## src/rtl/meas_pkg.sv

```systemverilog
// Package: shared encodings for the measurement counter unit.
// Assumes: two-bit configuration fields driven directly by software.
package meas_pkg;
    typedef enum logic [1:0] {
        SRC_TICK  = 2'd0,
        SRC_STOP  = 2'd1,
        SRC_EVENT = 2'd2,
        SRC_CYCLE = 2'd3
    } src_sel_e;

    typedef enum logic [1:0] {
        SAVE_LAST  = 2'd0,
        SAVE_MIN   = 2'd1,
        SAVE_MAX   = 2'd2,
        SAVE_LIMIT = 2'd3
    } save_mode_e;
endpackage

```

## src/rtl/meas_window_ctrl.sv

```systemverilog
// Module: tracks whether a measurement window is open and qualifies start/stop.
// Assumes: start/stop are single-cycle pulses; clr closes any open window.
module meas_window_ctrl (
    input  logic clk,
    input  logic rst_n,
    input  logic clr,
    input  logic start_i,
    input  logic stop_i,
    output logic open_o,
    output logic start_acc_o,
    output logic stop_acc_o
);
    logic open_q;

    // Qualify pulses: start only when closed, stop only when open.
    always_comb begin
        start_acc_o = start_i && !open_q && !clr;
        stop_acc_o  = stop_i  &&  open_q && !clr;
    end

    // Window state register.
    always_ff @(posedge clk) begin
        if (!rst_n || clr)     open_q <= 1'b0;
        else if (start_acc_o)  open_q <= 1'b1;
        else if (stop_acc_o)   open_q <= 1'b0;
    end

    assign open_o = open_q;

    assert_stop_closes_R3: assert property (@(posedge clk) disable iff (!rst_n)
        (stop_i && open_o && !clr) |=> !open_o);
    assert_start_opens_R2: assert property (@(posedge clk) disable iff (!rst_n)
        (start_i && !open_o && !clr) |=> open_o);
    assert_open_held_R3: assert property (@(posedge clk) disable iff (!rst_n)
        (open_o && start_i && !stop_i && !clr) |=> open_o);
endmodule

```

## src/rtl/meas_counter.sv

```systemverilog
// Module: the measurement counter with selectable source and wrap detection.
// Assumes: open_i and start_acc_i are never high together.
module meas_counter
    import meas_pkg::*;
#(
    parameter int CNT_W = 32
) (
    input  logic             clk,
    input  logic             rst_n,
    input  logic             clr,
    input  logic             open_i,
    input  logic             start_acc_i,
    input  logic             accum_i,
    input  logic [1:0]       src_i,
    input  logic             tick_i,
    input  logic             stop_i,
    input  logic             event_i,
    output logic [CNT_W-1:0] cnt_o,
    output logic [CNT_W-1:0] cnt_next_o,
    output logic             wrap_o
);
    localparam logic [CNT_W-1:0] CNT_ONE = {{(CNT_W-1){1'b0}}, 1'b1};

    logic [CNT_W-1:0] cnt_q;
    logic             hit;
    logic             inc;

    // Source multiplexer.
    always_comb begin
        case (src_sel_e'(src_i))
            SRC_TICK:  hit = tick_i;
            SRC_STOP:  hit = stop_i;
            SRC_EVENT: hit = event_i;
            default:   hit = 1'b1;
        endcase
    end

    // Next counter value and wrap detection.
    always_comb begin
        inc    = open_i && hit && !clr;
        wrap_o = inc && (&cnt_q);
        if (clr)              cnt_next_o = '0;
        else if (start_acc_i) cnt_next_o = accum_i ? cnt_q : '0;
        else if (inc)         cnt_next_o = cnt_q + CNT_ONE;
        else                  cnt_next_o = cnt_q;
    end

    // Counter register.
    always_ff @(posedge clk) begin
        if (!rst_n) cnt_q <= '0;
        else        cnt_q <= cnt_next_o;
    end

    assign cnt_o = cnt_q;

    assert_clear_zero_R1: assert property (@(posedge clk) disable iff (!rst_n)
        clr |=> (cnt_o == '0));
    assert_closed_hold_R2: assert property (@(posedge clk) disable iff (!rst_n)
        (!open_i && !start_acc_i && !clr) |=> (cnt_o == $past(cnt_o)));
    assert_wrap_zero_R8: assert property (@(posedge clk) disable iff (!rst_n)
        wrap_o |=> (cnt_o == '0));
endmodule

```

## src/rtl/meas_capture.sv

```systemverilog
// Module: end-of-window capture (last/min/max) or limit check.
// Assumes: stop_acc_i is high only on the edge that closes a window;
//          result_i already includes the count taken on that edge.
module meas_capture
    import meas_pkg::*;
#(
    parameter int CNT_W = 32
) (
    input  logic             clk,
    input  logic             rst_n,
    input  logic             clr,
    input  logic             stop_acc_i,
    input  logic [CNT_W-1:0] result_i,
    input  logic [1:0]       mode_i,
    input  logic             limit_is_max_i,
    input  logic [CNT_W-1:0] limit_i,
    output logic [CNT_W-1:0] saved_o,
    output logic             viol_o
);
    logic [CNT_W-1:0] saved_q;
    logic             valid_q;
    logic             take;
    save_mode_e       mode;

    // Decide whether the current stop updates the saved register.
    always_comb begin
        mode = save_mode_e'(mode_i);
        case (mode)
            SAVE_MIN: take = !valid_q || (result_i < saved_q);
            SAVE_MAX: take = !valid_q || (result_i > saved_q);
            default:  take = 1'b1;
        endcase
    end

    // Limit comparison, meaningful only on an accepted stop in limit mode.
    always_comb begin
        viol_o = stop_acc_i && (mode == SAVE_LIMIT) &&
                 (limit_is_max_i ? (result_i > limit_i) : (result_i < limit_i));
    end

    // Saved value and first-window marker.
    always_ff @(posedge clk) begin
        if (!rst_n || clr) begin
            saved_q <= '0;
            valid_q <= 1'b0;
        end else if (stop_acc_i) begin
            valid_q <= 1'b1;
            if (mode == SAVE_LIMIT) saved_q <= limit_i;
            else if (take)          saved_q <= result_i;
        end
    end

    assign saved_o = saved_q;

    assert_min_never_rises_R6: assert property (@(posedge clk) disable iff (!rst_n)
        (valid_q && stop_acc_i && !clr && mode == SAVE_MIN) |=> (saved_o <= $past(saved_o)));
    assert_max_never_falls_R6: assert property (@(posedge clk) disable iff (!rst_n)
        (valid_q && stop_acc_i && !clr && mode == SAVE_MAX) |=> (saved_o >= $past(saved_o)));
    assert_no_stop_no_save_R3: assert property (@(posedge clk) disable iff (!rst_n)
        (!stop_acc_i && !clr) |=> $stable(saved_o));
endmodule

```

## src/rtl/meas_flag_break.sv

```systemverilog
// Module: sticky overflow / limit-violation flags and rising-edge break pulse.
// Assumes: wrap_i and viol_i are single-cycle qualifiers from the datapath.
module meas_flag_break (
    input  logic clk,
    input  logic rst_n,
    input  logic clr,
    input  logic wrap_i,
    input  logic viol_i,
    input  logic brk_ovf_en_i,
    input  logic brk_thr_en_i,
    output logic ovf_o,
    output logic thr_o,
    output logic brk_o
);
    logic ovf_q, thr_q, brk_q;
    logic ovf_new, thr_new;

    // A flag is "new" only when it sets from a clear state.
    always_comb begin
        ovf_new = wrap_i && !ovf_q;
        thr_new = viol_i && !thr_q;
    end

    // Sticky flags and registered break request.
    always_ff @(posedge clk) begin
        if (!rst_n || clr) begin
            ovf_q <= 1'b0;
            thr_q <= 1'b0;
            brk_q <= 1'b0;
        end else begin
            ovf_q <= ovf_q | wrap_i;
            thr_q <= thr_q | viol_i;
            brk_q <= (ovf_new && brk_ovf_en_i) || (thr_new && brk_thr_en_i);
        end
    end

    assign ovf_o = ovf_q;
    assign thr_o = thr_q;
    assign brk_o = brk_q;

    assert_ovf_sticky_R8: assert property (@(posedge clk) disable iff (!rst_n)
        (ovf_o && !clr) |=> ovf_o);
    assert_thr_sticky_R7: assert property (@(posedge clk) disable iff (!rst_n)
        (thr_o && !clr) |=> thr_o);
    assert_brk_on_rise_R9: assert property (@(posedge clk) disable iff (!rst_n)
        brk_o |-> ((ovf_o && !$past(ovf_o)) || (thr_o && !$past(thr_o))));
    assert_brk_single_R9: assert property (@(posedge clk) disable iff (!rst_n)
        brk_o |=> !brk_o);
endmodule

```

## src/rtl/meas_counter_unit.sv

```systemverilog
// Module: top of the windowed start/stop measurement counter.
// Assumes: all inputs synchronous to clk; configuration stable during a window.
module meas_counter_unit #(
    parameter int CNT_W = 32
) (
    input  logic             clk,
    input  logic             rst_n,
    input  logic             clr,
    input  logic             start_i,
    input  logic             stop_i,
    input  logic             tick_i,
    input  logic             event_i,
    input  logic [1:0]       cfg_src,
    input  logic             cfg_accum,
    input  logic [1:0]       cfg_save,
    input  logic             cfg_limit_is_max,
    input  logic [CNT_W-1:0] cfg_limit,
    input  logic             cfg_brk_ovf,
    input  logic             cfg_brk_thr,
    output logic [CNT_W-1:0] count_o,
    output logic [CNT_W-1:0] saved_o,
    output logic             thr_flag_o,
    output logic             ovf_flag_o,
    output logic             brk_o
);
    logic             win_open, start_acc, stop_acc;
    logic [CNT_W-1:0] cnt_next;
    logic             wrap, viol;

    meas_window_ctrl u_win (
        .clk(clk), .rst_n(rst_n), .clr(clr),
        .start_i(start_i), .stop_i(stop_i),
        .open_o(win_open), .start_acc_o(start_acc), .stop_acc_o(stop_acc)
    );

    meas_counter #(.CNT_W(CNT_W)) u_cnt (
        .clk(clk), .rst_n(rst_n), .clr(clr),
        .open_i(win_open), .start_acc_i(start_acc), .accum_i(cfg_accum),
        .src_i(cfg_src), .tick_i(tick_i), .stop_i(stop_i), .event_i(event_i),
        .cnt_o(count_o), .cnt_next_o(cnt_next), .wrap_o(wrap)
    );

    meas_capture #(.CNT_W(CNT_W)) u_cap (
        .clk(clk), .rst_n(rst_n), .clr(clr),
        .stop_acc_i(stop_acc), .result_i(cnt_next),
        .mode_i(cfg_save), .limit_is_max_i(cfg_limit_is_max), .limit_i(cfg_limit),
        .saved_o(saved_o), .viol_o(viol)
    );

    meas_flag_break u_flg (
        .clk(clk), .rst_n(rst_n), .clr(clr),
        .wrap_i(wrap), .viol_i(viol),
        .brk_ovf_en_i(cfg_brk_ovf), .brk_thr_en_i(cfg_brk_thr),
        .ovf_o(ovf_flag_o), .thr_o(thr_flag_o), .brk_o(brk_o)
    );

    assert_clear_outputs_R1: assert property (@(posedge clk) disable iff (!rst_n)
        clr |=> (saved_o == '0 && !thr_flag_o && !ovf_flag_o && !brk_o));
endmodule

```

## config.mk

```make
export PLATFORM = sky130hd
export DESIGN_NAME = meas_counter_unit
export DESIGN_NICKNAME = d
export VERILOG_FILES = /design/src/rtl/meas_pkg.sv /design/src/rtl/meas_window_ctrl.sv /design/src/rtl/meas_counter.sv /design/src/rtl/meas_capture.sv /design/src/rtl/meas_flag_break.sv /design/src/rtl/meas_counter_unit.sv
export SDC_FILE = /design/constraint.sdc
export NUM_CORES = 1
export LEC_CHECK = 0
export BUFFER_PORTS_ARGS = -buffer_cell sky130_fd_sc_hd__buf_4
export CORE_ASPECT_RATIO = 0.5
export CORE_MARGIN = 5
export CORE_UTILIZATION = 45
export CTS_BUF_LIST = sky130_fd_sc_hd__clkbuf_8
export CTS_CLUSTER_DIAMETER = 40
export DETAILED_ROUTE_END_ITERATION = 10
export MAX_ROUTING_LAYER = met4
export PLACE_DENSITY_LB_ADDON = 0.3
export SETUP_SLACK_MARGIN = 0.1
export SYNTH_ARGS = -nofsm -noshare
export SYNTH_HDL_FRONTEND = slang
export SYNTH_SLANG_ARGS = --single-unit
export TNS_END_PERCENT = 10
```

## constraint.sdc

```tcl
create_clock -name clk -period 4.2 [get_ports clk]
set_clock_uncertainty 0.1 [all_clocks]
set_input_delay 0.63 -clock clk [delete_from_list [all_inputs] [get_ports clk]]
set_output_delay 0.63 -clock clk [all_outputs]
set_load 0.05 [all_outputs]
```

* After elaboration in Yosys (flattened, before gate mapping) *
Cells that the tools add are included.

word-level totals
  flip-flop bits (word level) = 69
  logic and storage cells = 58
  input port bits = 47
  output and inout port bits = 67

operators by class
  add/subtract/negate cells = 1
  bitwise logic cells = 2
  eq/ne operators = 5
  reductions and logical operators = 28
  $lt $le $gt $ge = 4
  multiplexer cells = 11

operators with widths
  operator                                             count
  two-way mux 32 bit                                   6
  > comparator 32 bit                                  2
  < comparator 32 bit                                  2
  adder 32 x 1 -> 32 bit, second input constant        1
  AND reduction 32 bit                                 1
  logical AND 1 bit                                    13
  equality test 2 bit, second input constant           3
  zero test 1 bit                                      6
  equality test 2 x 1 -> 1 bit, second input constant  2
  logical OR 1 bit                                     4
  nonzero test 2 bit                                   2
  two-way mux 1 bit                                    3
  case mux 1 bit (3 select lines)                      1
  zero test 2 bit                                      1
  bitwise OR 1 bit                                     2
  case mux 1 bit (2 select lines)                      1
  AND reduction 2 bit                                  1

* Depth between registers and ports, before layout *
  depth in word-level cells = 13
  mapped depth = 19
  depth with buffers taken out = 16

* Hierarchy *
From an unflattened synthesis, not the netlist that was laid out.

second synthesis, totals
  cells, all modules = 655
  area, all modules = 5470.2 sq um

by module, submodules not included
  module            sequential area each (sq um)  area each (sq um)  cells each  instances
  meas_capture      660.6                         3395.8             395         1
  meas_counter      640.6                         1906.8             242         1
  meas_flag_break   60.1                          101.3              11          1
  meas_window_ctrl  20.0                          66.3               7           1

* Least setup slack after synthesis *
Ideal clock, no wire load.

  path type = input to register
  start = in cfg_src[0]
  end = reg u_flg.brk_q (netlist: u_flg.brk_o)
  arrival = 4211 ps
  path buffers = 1
  cell stages on the path = 16
  path slack = -182 ps
  cell sequence = mux2_2 > o211ai_1 > nor3_2 > buf_4 > nand4_1 > mux2_2 > nor2_1 > ha_1 > and2_0 > a221o_1 > a221oi_1 > o21ai_0 > a21oi_1 > mux2_2 > or4b_1 > a21oi_1

on the way
  cells in the longest elaborated chain, start to end = 13

ends and longest elaborated chain
  item                                                               RTL line                 text
  start, declared                                                    meas_counter_unit.sv:13  input logic [1:0] cfg_src,
  equality test 2 bit (tied with other cells)                        meas_counter.sv:30       case (src_sel_e'(src_i))
  case mux 1 bit (3 select lines) (*)                                meas_counter.sv:30
  logical AND 1 bit (*) (2 in series)                                meas_counter.sv:40       inc = open_i && hit && !clr;
  two-way mux 32 bit (*)                                             meas_counter.sv:44       else if (inc) cnt_next_o = cnt_q + CNT_ONE;
  two-way mux 32 bit (*)                                             meas_counter.sv:43       else if (start_acc_i) cnt_next_o = accum_i ? cnt_q : '0;
  two-way mux 32 bit (*)                                             meas_counter.sv:42       if (clr) cnt_next_o = '0;
  named net cnt_next[27]                                             meas_counter_unit.sv:27  logic [CNT_W-1:0] cnt_next;
  < comparator 32 bit / > comparator 32 bit (equally long branches)  meas_capture.sv:38       (limit_is_max_i ? (result_i > limit_i) : (result_i < limit_i));
  two-way mux 1 bit (*)                                              meas_capture.sv:38
  logical AND 1 bit (*)                                              meas_capture.sv:37       viol_o = stop_acc_i && (mode == SAVE_LIMIT) &&
  logical AND 1 bit (*)                                              meas_flag_break.sv:21    thr_new = viol_i && !thr_q;
  logical AND 1 bit (*)                                              meas_flag_break.sv:33    brk_q <= (ovf_new && brk_ovf_en_i) || (thr_new && brk_thr_en_i);
  logical OR 1 bit (*)                                               meas_flag_break.sv:33
  end signal, assigned                                               meas_flag_break.sv:33
  end, declared                                                      meas_flag_break.sv:15    logic ovf_q, thr_q, brk_q;

The timed path passes the listed nets; every way through them passes the cells marked *.
A chain may end at the register's enable or synchronous reset.

* Worst setup path in the final report *
  start = in clr
  end = reg u_flg.brk_q (netlist: u_flg.brk_o)

on the way
  cells in the longest elaborated chain, start to end = 11

ends and longest elaborated chain
  item                                                               RTL line                                    text
  start, declared                                                    meas_counter_unit.sv:8                      input logic clr,
  zero test 1 bit                                                    meas_window_ctrl.sv:17, meas_counter.sv:40
  logical AND 1 bit                                                  meas_counter.sv:40
  two-way mux 32 bit                                                 meas_counter.sv:44
  two-way mux 32 bit                                                 meas_counter.sv:43
  two-way mux 32 bit (*)                                             meas_counter.sv:42
  named net cnt_next[25]                                             meas_counter_unit.sv:27
  < comparator 32 bit / > comparator 32 bit (equally long branches)  meas_capture.sv:38
  two-way mux 1 bit (*)                                              meas_capture.sv:38
  logical AND 1 bit (*)                                              meas_capture.sv:37
  logical AND 1 bit (*)                                              meas_flag_break.sv:21
  logical AND 1 bit (*)                                              meas_flag_break.sv:33
  logical OR 1 bit (*)                                               meas_flag_break.sv:33

Marked as above.

==> results.md <==
- #FFs+latches synth: 69
- Commonest non-fill, non-tap cells in the layout: buf_4, inv_1, dfxtp_1
- Synth top area cells: dfxtp_1, ha_1, inv_1, nor2_1, a21oi_1
- Drt drc: 0
- Final WL: 21,330 um
- Crit-path cells: buf_6 -> and2b_2 -> o211ai_1 -> buf_4 -> nor3_4 -> buf_6 -> nand4_1 -> mux2_4 -> nor2_4 -> ha_1 -> a21o_1 -> a221o_1 -> a221oi_2 -> o21ai_2 -> a21oi_2 -> mux2_4 -> or4b_4 -> a21oi_2
- Number of distinct library cells after synthesis: 61
- Fin nets: 1,007
- Worst vdd ir: 0.0001410 V
- Worst-Margin Slew: 1.133 ns
- GRT Resource Usage Total: 0.3022
- Post-Syn Area per Cell: 7.801 um2
- Max Freq: 234.1 MHz
- Post-route clock period utilization: 1.017
- Post-synth top area share: 0.2635
- Combinational power share: 0.135
- Initial Utilization: 0.4688
- CTS tree: done
- Gate Count Post-Synth: 672
- Initial DRC count: 630
- RSZ-0062 raised after global routing: true
- Total CTS buffers: 9
- Post-synthesis async set-or-reset flop share: 0
- Most common cell after layout, fill and taps aside: buf_4
- Crit start category: input port
- I/O Pins: 114
- Pre-CTS setup slack: -0.5844 ns
- Clk sinks: 69
- Pre-antenna DRT Iters: 5
- Hpwl dp: 16,080 um
- Worst Path Max Fanout: 4
- CP max stage cell: or4b_4
- Setup Crit Path Kind: input port to register
- Root Driver: clkbuf_8
- Clk Latency, worst-skew pair: 0.36 ns
- Pwr dens: 190.7 nW/um2
- Post-Route Utilization: 0.7113
- Failing checks: setup timing
- Vias in the first global route: 5,765
- I/O Buffers: 113
- Normalized max-slew margin: 0.2435
- Clock transition at path regs: 0.09 ns
- Die area: 14,040 um2
- Area growth, synth to finish: 51.72%
- CTS max path bufs: 2
- Number of flops mapped to enable cells by yosys: 0
- Fillers: 867
- Switching power total: 426.7 uW
- Core area: 11,180 um2
- Die X: 162.6 um
- H-tree depth: 3
- Detail Route Antenna Nets: 0
- Worst hold path class: register to register
- Yosys warnings: 0
- Design Area, Final: 7954 um2
- Largest stage delay, worst path: 0.48 ns
- Via/cell ratio: 5.728
- ANT cells: 0
- Vias: 6,055
- Yosys top cell by area: dfxtp_1
- Clk pwr share: 0.431
- Worst Path Required: 4.40 ns
- Share of layout cells above drive strength 1: 0.3976
- Mapped Area: 5243 um2
- Largest net degree at the start of global routing: 33
- Seq/Total Area, Yosys: 0.2635
- GRT overflow: 0
- Seq pwr share: 0.434
- Slew Limit Fails: 0
- Setup violators final: 4
- GP Congestion: 0.9921
- Final hold vios: 0
- Crit path time final: 4.271 ns
- First-pass GRT wire length: 31,820 um
- Area after DPL: 7109 um2
- Power Internal: 1090 uW
- WHS: 0.4000 ns
- CP Capture Type: register
- Pleak: 0.003749 uW
- WL/cell: 20.18 um
- Fin worst setup slack: -0.07103 ns
- Maximum capacitance violations: 0
- Die Height: 86.32 um
- Sw frac: 0.2813
- Critical Path AT: 4.47 ns
- Initial antenna violation count: 0
- Syn_nets: 786
- Most used DFF post-synth: dfxtp_1
- Outcome: finished with violations
- Rows: 27
[cell families (layout without fill, tap and decap cells)]
family                   after synthesis  in the layout  synth area share
adder cells (fa/ha/maj)               67             67            0.1599
AO/OA/AOI/OAI                        152            152            0.1907
buffers and inverters                105            330           0.07971
XOR/XNOR                               1              1          0.001671
flip-flops                            69             69            0.2635
AND/OR/NAND/NOR                      257            258            0.2580
multiplexers                          21             21           0.04654
[critical path, delay by kind of cell]
kind | cells | cell delay, ns
muxes | 2 | 0.69
AOI/OAI and AO/OA | 7 | 1.30
adders and majority gates | 1 | 0.27
and+or+nand+nor | 5 | 1.15
buffers and inverters | 3 | 0.41
[layout make-up]
cell class	instances	area, um2	share of cell area
tap	159	198.9	0.02501
clock inverter	7	105.1	0.01321
timing repair buffer	244	1987	0.2498
inverter	70	262.8	0.03303
sequential	69	1390	0.1748
multi-input combinational	499	3886	0.4886
clock buffer	9	123.9	0.01557
[stage by stage]
step           total power (uW)  TNS (ns)  instances
3_3_place_gp              855.8    -9.077       1016
6_report                   1517   -0.1361       1057
2_1_floorplan             774.0  -0.04454        672
3_5_place_dp              858.3    -13.86       1016
5_1_grt                    1563    -4.080       1057
4_1_cts                    1506   -0.2807       1047
[synth_stat cells, drive strengths merged (2+ instances only)]
master	n
inv	70
dfxtp	69
ha	67
nor2	67
nand2	44
a21oi	43
nand3	35
or3	31
o21ai	30
clkbuf	26
o22ai	26
nand4	24
mux2	17
o211a	14
and2	12
o21a	10
and4	9
buf	9
and3	8
a21o	7
nor3	7
o211ai	5
o31ai	5
a221oi	4
mux2i	4
nor2b	4
or4	3
or4b	3
a21boi	2
nand2b	2
nor3b	2
nor4	2
[power groups by stage]
stage,logic [uW],registers (uW),clock network (uW)
3_3_place_gp,182,674,0
3_5_place_dp,184,674,0
6_report,205,659,654
5_1_grt,218,659,686
2_1_floorplan,92.4,682,0
4_1_cts,193,658,655
[final timing paths]
| check | start | endpoint | slack (ns) | cells after the start |
|---|---|---|---|---|
| max reg2reg | u_win.open_o$_SDFFE_PP0P_ | u_flg.brk_o$_SDFF_PP0_ | -0.01 | 17 |
| max | clr | u_flg.brk_o$_SDFF_PP0_ | -0.07 | 18 |
| min | u_flg.thr_o$_SDFF_PP0_ | u_flg.thr_o$_SDFF_PP0_ | 0.40 | 2 |
| min reg2reg | u_flg.thr_o$_SDFF_PP0_ | u_flg.thr_o$_SDFF_PP0_ | 0.40 | 2 |
[layer usage]
metal / part of all wire / GRT usage
met1: 0.45 / 0.4193
met5: 0 / -
met2: 0.41 / 0.4307
met3: 0.12 / 0.1069
met4: 0.0077 / 0.04718
[state kept, by name, summed over array words and instances (netlist names)]
name,count
u_cap.valid_q,1
u_win.open_o,1
u_flg.brk_o,1
u_flg.ovf_o,1
u_cap.saved_o,32
u_cnt.cnt_o,32
u_flg.thr_o,1
[timing repair]
item / in CTS / in global routing
buffers inserted: 12 / 11
gates cloned: 3 / 0
hold buffers: 0 / 0
resized for setup: 41 / 46
pin swaps: 19 / 29
setup endpoints to repair: 33 / 33
(Power assumes the default switching activity.)
